[src/rtl/pcv_pkg.sv]
`timescale 1ns/1ps
package pcv_pkg;
   typedef enum logic [1:0] {
      SEL_NONE = 2'd0,
      SEL_EXT  = 2'd1,
      SEL_TMR  = 2'd2
   } vec_sel_e;
endpackage

[src/rtl/pcv_irq_arb.sv]
`timescale 1ns/1ps
module pcv_irq_arb
   import pcv_pkg::*;
#(
   parameter bit EXT_FIRST = 1'b1
) (
   input  logic     clk,
   input  logic     rst_n,
   input  logic     boundary,
   input  logic     reti,
   input  logic     ext_req,
   input  logic     ext_en,
   input  logic     tmr_ovf,
   input  logic     tmr_en,
   output vec_sel_e sel
);
   logic tmr_pend;
   logic in_svc;
   logic ext_ok;
   logic tmr_ok;
   logic gate;
   vec_sel_e pick;

   assign ext_ok = ext_req & ext_en;
   assign tmr_ok = tmr_pend & tmr_en;
   assign gate   = boundary & ~in_svc;

   generate
      if (EXT_FIRST) begin : g_ext_first
         always_comb begin
            if (ext_ok)      pick = SEL_EXT;
            else if (tmr_ok) pick = SEL_TMR;
            else             pick = SEL_NONE;
         end
      end else begin : g_tmr_first
         always_comb begin
            if (tmr_ok)      pick = SEL_TMR;
            else if (ext_ok) pick = SEL_EXT;
            else             pick = SEL_NONE;
         end
      end
   endgenerate

   assign sel = gate ? pick : SEL_NONE;

   always_ff @(posedge clk or negedge rst_n) begin
      if (!rst_n) begin
         tmr_pend <= 1'b0;
         in_svc   <= 1'b0;
      end else begin
         tmr_pend <= (tmr_pend & (sel != SEL_TMR)) | tmr_ovf;
         if (sel != SEL_NONE) in_svc <= 1'b1;
         else if (reti)       in_svc <= 1'b0;
      end
   end
endmodule

[src/rtl/pcv_pc_reg.sv]
`timescale 1ns/1ps
module pcv_pc_reg
   import pcv_pkg::*;
#(
   parameter int ADDR_W  = 11,
   parameter int VEC_RST = 0,
   parameter int VEC_EXT = 3,
   parameter int VEC_TMR = 7
) (
   input  logic              clk,
   input  logic              rst_n,
   input  logic              ld,
   input  logic [ADDR_W-1:0] ld_addr,
   input  logic              inc,
   input  vec_sel_e          sel,
   output logic [ADDR_W-1:0] pc
);
   localparam logic [ADDR_W-1:0] A_RST = ADDR_W'(VEC_RST);
   localparam logic [ADDR_W-1:0] A_EXT = ADDR_W'(VEC_EXT);
   localparam logic [ADDR_W-1:0] A_TMR = ADDR_W'(VEC_TMR);
   localparam logic [ADDR_W-1:0] ONE   = ADDR_W'(1);

   logic [ADDR_W-1:0] pc_nxt;

   always_comb begin
      pc_nxt = pc;
      if (ld)                  pc_nxt = ld_addr;
      else if (sel == SEL_EXT) pc_nxt = A_EXT;
      else if (sel == SEL_TMR) pc_nxt = A_TMR;
      else if (inc)            pc_nxt = pc + ONE;
   end

   always_ff @(posedge clk or negedge rst_n) begin
      if (!rst_n) pc <= A_RST;
      else        pc <= pc_nxt;
   end
endmodule

[src/rtl/pcv_unit.sv]
`timescale 1ns/1ps
module pcv_unit
   import pcv_pkg::*;
#(
   parameter int ADDR_W    = 11,
   parameter int VEC_RST   = 0,
   parameter int VEC_EXT   = 3,
   parameter int VEC_TMR   = 7,
   parameter bit EXT_FIRST = 1'b1
) (
   input  logic              clk,
   input  logic              rst_n,
   input  logic              fetch,
   input  logic              opc,
   input  logic              ld_stb,
   input  logic [ADDR_W-1:0] ld_addr,
   input  logic              ld_reti,
   input  logic              ext_req,
   input  logic              ext_en,
   input  logic              tmr_ovf,
   input  logic              tmr_en,
   output logic [ADDR_W-1:0] fetch_addr,
   output logic              push_stb,
   output logic [ADDR_W-1:0] push_addr
);
   localparam int DEPTH = 1 << ADDR_W;

   if (ADDR_W < 3 || ADDR_W > 16) begin : g_bad_width
      $error("pcv_unit: ADDR_W out of range");
   end
   if (VEC_RST >= DEPTH || VEC_EXT >= DEPTH || VEC_TMR >= DEPTH) begin : g_bad_vec
      $error("pcv_unit: vector beyond program store");
   end
   if (VEC_EXT == VEC_TMR) begin : g_same_vec
      $error("pcv_unit: interrupt vectors must differ");
   end

   logic     boundary;
   vec_sel_e sel;
   logic [ADDR_W-1:0] pc;

   assign boundary = fetch & opc & ~ld_stb;

   pcv_irq_arb #(.EXT_FIRST(EXT_FIRST)) u_arb (
      .clk      (clk),
      .rst_n    (rst_n),
      .boundary (boundary),
      .reti     (ld_stb & ld_reti),
      .ext_req  (ext_req),
      .ext_en   (ext_en),
      .tmr_ovf  (tmr_ovf),
      .tmr_en   (tmr_en),
      .sel      (sel)
   );

   pcv_pc_reg #(
      .ADDR_W  (ADDR_W),
      .VEC_RST (VEC_RST),
      .VEC_EXT (VEC_EXT),
      .VEC_TMR (VEC_TMR)
   ) u_pc (
      .clk     (clk),
      .rst_n   (rst_n),
      .ld      (ld_stb),
      .ld_addr (ld_addr),
      .inc     (fetch),
      .sel     (sel),
      .pc      (pc)
   );

   assign fetch_addr = pc;
   assign push_stb   = (sel != SEL_NONE);
   assign push_addr  = pc;
endmodule

[config.mk]
export PLATFORM = sky130hd
export DESIGN_NAME = pcv_unit
export DESIGN_NICKNAME = d
export VERILOG_FILES = /design/src/rtl/pcv_pkg.sv /design/src/rtl/pcv_irq_arb.sv /design/src/rtl/pcv_pc_reg.sv /design/src/rtl/pcv_unit.sv
export SDC_FILE = /design/constraint.sdc
export NUM_CORES = 1
export LEC_CHECK = 0
export BUFFER_PORTS_ARGS = -buffer_cell sky130_fd_sc_hd__buf_2
export CAP_MARGIN = 20
export CORE_MARGIN = 2
export CORE_UTILIZATION = 40
export CTS_CLUSTER_DIAMETER = 50
export CTS_CLUSTER_SIZE = 10
export DETAILED_ROUTE_END_ITERATION = 10
export GPL_ROUTABILITY_DRIVEN = 0
export PLACE_DENSITY = 0.82
export RECOVER_POWER = 25
export SLEW_MARGIN = 20
export SYNTH_ARGS = -nofsm -noshare
export SYNTH_HDL_FRONTEND = slang
export SYNTH_SLANG_ARGS = --single-unit
[constraint.sdc]
create_clock -name clk -period 1.7 [get_ports clk]
set_input_delay 0 -clock clk [delete_from_list [all_inputs] [get_ports clk]]
set_output_delay 0 -clock clk [all_outputs]
set_load 0.02 [all_outputs]
==> metrics.cfg <==
[outcome]
status=finished, final reports clean

[setup_path]
critPathKind=reg -> reg
cp.arrival_ns=1.85
worstPathRequired_ns=1.90
start_kind=register
critPathCaptureType=register
crit_fanout=4

[synthesis]
yosysWarningCount=0
syn_area_per_cell_um2=9.014
ys_seq_area_share_pct=36.83
syn-num-nets=120
yosysUniqueCellTypes=29
ys.flop_type=dfrtp_1
synth-edff-count=0
ys_seq_elements=13
syn_area_um2=883.3
async_reset_ff_share_pct=100.0
syn-instance-count=98

[clocking]
root_buffer=clkbuf_4
cts_inserted_buffers=3
clkTransAtPathRegs_ns=0.08
cts_tree=done
cts-htree-levels=1
clockBufferDepth=2
insertion_delay_ns=0.28
clock-sinks=13

[grt]
globalRouteTotalUtil_pct=18.92
grt_pass1_vias=874
antenna_found_initial=0
busiest_layer=met2
met1_usage_pct=21.88
grt_pass1_wl_mm=3.760
grt_max_degree=22
met3_usage_pct=2.339
grt_util_met2_pct=34.63
overflow=0

[sta]
finalMaxSlewViolations=0
worstMarginPinSlew_ns=0.7287
finalSetupViolations=0
min_period_ns=1.650
hold_viol=0
rsz0062_at_grt=true
slew_headroom_pct=51.42
period_share_pct=97.06
finClkSkew_ns=0.001695
setup_tns_ns=0
fmax_mhz=606.1

[final_layout]
fillCellCount=196
layout-drive-gt1-share_pct=36.67
area_delta_synth_final_pct=40.93
fin_area_um2=1245
seqCellArea_um2=326.6
nets=173
antenna_cells=0
multiInputGateArea_um2=450.4

[power_and_ir_drop]
leakage_nw=0.6363
ir_drop_v=0.0003479
power.density_nw_per_um2=713.6

[die]
die_w_um=51.00
design.core.area_um2=2148
initial_core_util_pct=41.12
rows=17
io-pin-count=44
dieArea_um2=2600
die_h_um=51.00

[job]
drv_cap=0

[routing]
routed_wl_mm=2.348
drc=0
first_pass_iters=4
vias=947
viasPerCell=5.320
wire_per_inst_um=13.19
drtIter0Drc=17
ant_nets=0

[placed_design]
placed_area_um2=1060
hpwl_mm=1.730
io_buffer_count=43

[hold_path]
hold_path.class=in -> reg

registers in the layout, indices dropped and copies added, names as in the netlist:
name / count
u_arb.in_svc: 1
u_arb.tmr_pend: 1
u_pc.pc: 11
Yosys cell counts, types with 2 or more instances:
master | count | share of area, %
nand3_1 | 3 | 1.7
o211ai_1 | 3 | 2.5
a31oi_1 | 6 | 4.2
o22a_1 | 2 | 2.0
or4_1 | 4 | 3.4
inv_1 | 4 | 1.7
o31ai_1 | 3 | 2.5
o311ai_0 | 3 | 3.0
and4_1 | 2 | 2.0
a21o_1 | 3 | 2.5
a21oi_1 | 3 | 1.7
dfrtp_1 | 13 | 37
nand2_1 | 16 | 6.8
mux2i_1 | 2 | 2.3
buf_4 | 12 | 10
nand4_1 | 2 | 1.4
o211a_1 | 3 | 3.4
and3_1 | 2 | 1.4
clkbuf_1 | 2 | 0.85
critical path, cell delays in order (launching register included):
cell,delay [ns]
dfrtp_1,0.40
ha_2,0.21
and4_4,0.23
nand3_1,0.09
or3_2,0.45
a31oi_1,0.18
final timing paths:
check	from	slack (ns)	cells after the start	end
min in group asynchronous	rst_n	0.29	2	u_pc.pc[8]
worst max-delay path	u_pc.pc[1]	0.05	5	u_pc.pc[10]
max in group asynchronous	rst_n	0.91	2	u_pc.pc[0]
worst max register to register	u_pc.pc[1]	0.05	5	u_pc.pc[10]
worst min-delay path	tmr_en	0.02	3	u_arb.tmr_pend
worst min register to register	u_arb.in_svc	0.51	2	u_arb.in_svc
repair_timing:
| item | in CTS | in global routing |
|---|---|---|
| buffers inserted | 0 | 2 |
| endpoints found under the setup margin | 0 | 2 |
| hold endpoints to repair | 26 | 0 |
| gates resized for setup | 0 | 2 |
| hold buffers | 14 | 0 |
layer usage:
metal,wire [µm],vias to the layer above
met4,46,0
met1,967,436
met5,0,-
met2,1216,40
li1,-,465
met3,119,6
through the flow:
| step | total power (W) | util [%] | hold WS [ns] | cells | setup slack, ns |
|---|---|---|---|---|---|
| finish | 0.0008884 | 57.95 | 0.02481 | 178 | 0.05001 |
| global route | 0.0009416 | 57.95 | 0.04743 | 178 | -0.02488 |
| CTS | 0.0008811 | 57.08 | 0.02614 | 176 | 0.01835 |
| detailed placement | 0.0006628 | 49.33 | -0.09197 | 158 | 0.03914 |
| global placement | 0.0006536 | 49.33 | -0.09784 | 158 | 0.1326 |
| floorplan | 0.0005815 | - | -0.2956 | 98 | 0.006364 |
layout make-up:
| type | instances | area share, % |
|---|---|---|
| inverter | 4 | 1.206 |
| clock buffer | 4 | 2.111 |
| multi-input combinational | 67 | 36.18 |
| tap | 28 | 2.814 |
| timing repair buffer | 62 | 31.46 |
| sequential | 13 | 26.23 |
logic make-up after synthesis:
logic type	share of synthesized area (%)
AND/OR/NAND/NOR	21.25
AO/OA/AOI/OAI	24.50
buffers and inverters	12.75
flip-flops	36.83
multiplexers	2.266
XOR/XNOR	0.9917
adder cells (fa/ha/maj)	1.416
power breakdown:
part,switching (W),total [W],internal (W)
Combinational,0.000173,0.000309,0.000136
Sequential,0.0000415,0.000382,0.000340
Clock,0.000106,0.000197,0.0000910
cells in the final DEF (no fill, tap or decap), drive strengths merged:
cell	count
and3	2
o211a	3
a21o	3
clkbuf	5
dfrtp	13
o211ai	3
or3	1
ha	1
a31oi	6
or4	4
o22a	2
buf	47
a22o	1
a21oi	3
nand2	16
o21ai	1
dlygate4sd3	14
and2	1
nand3	3
and4	2
mux2i	2
nand4	2
o311ai	3
nor2	1
and4bb	1
xor2	1
inv	4
a311oi	1
o31ai	3
nor2b	1
Power figures use the tool's default switching activity.
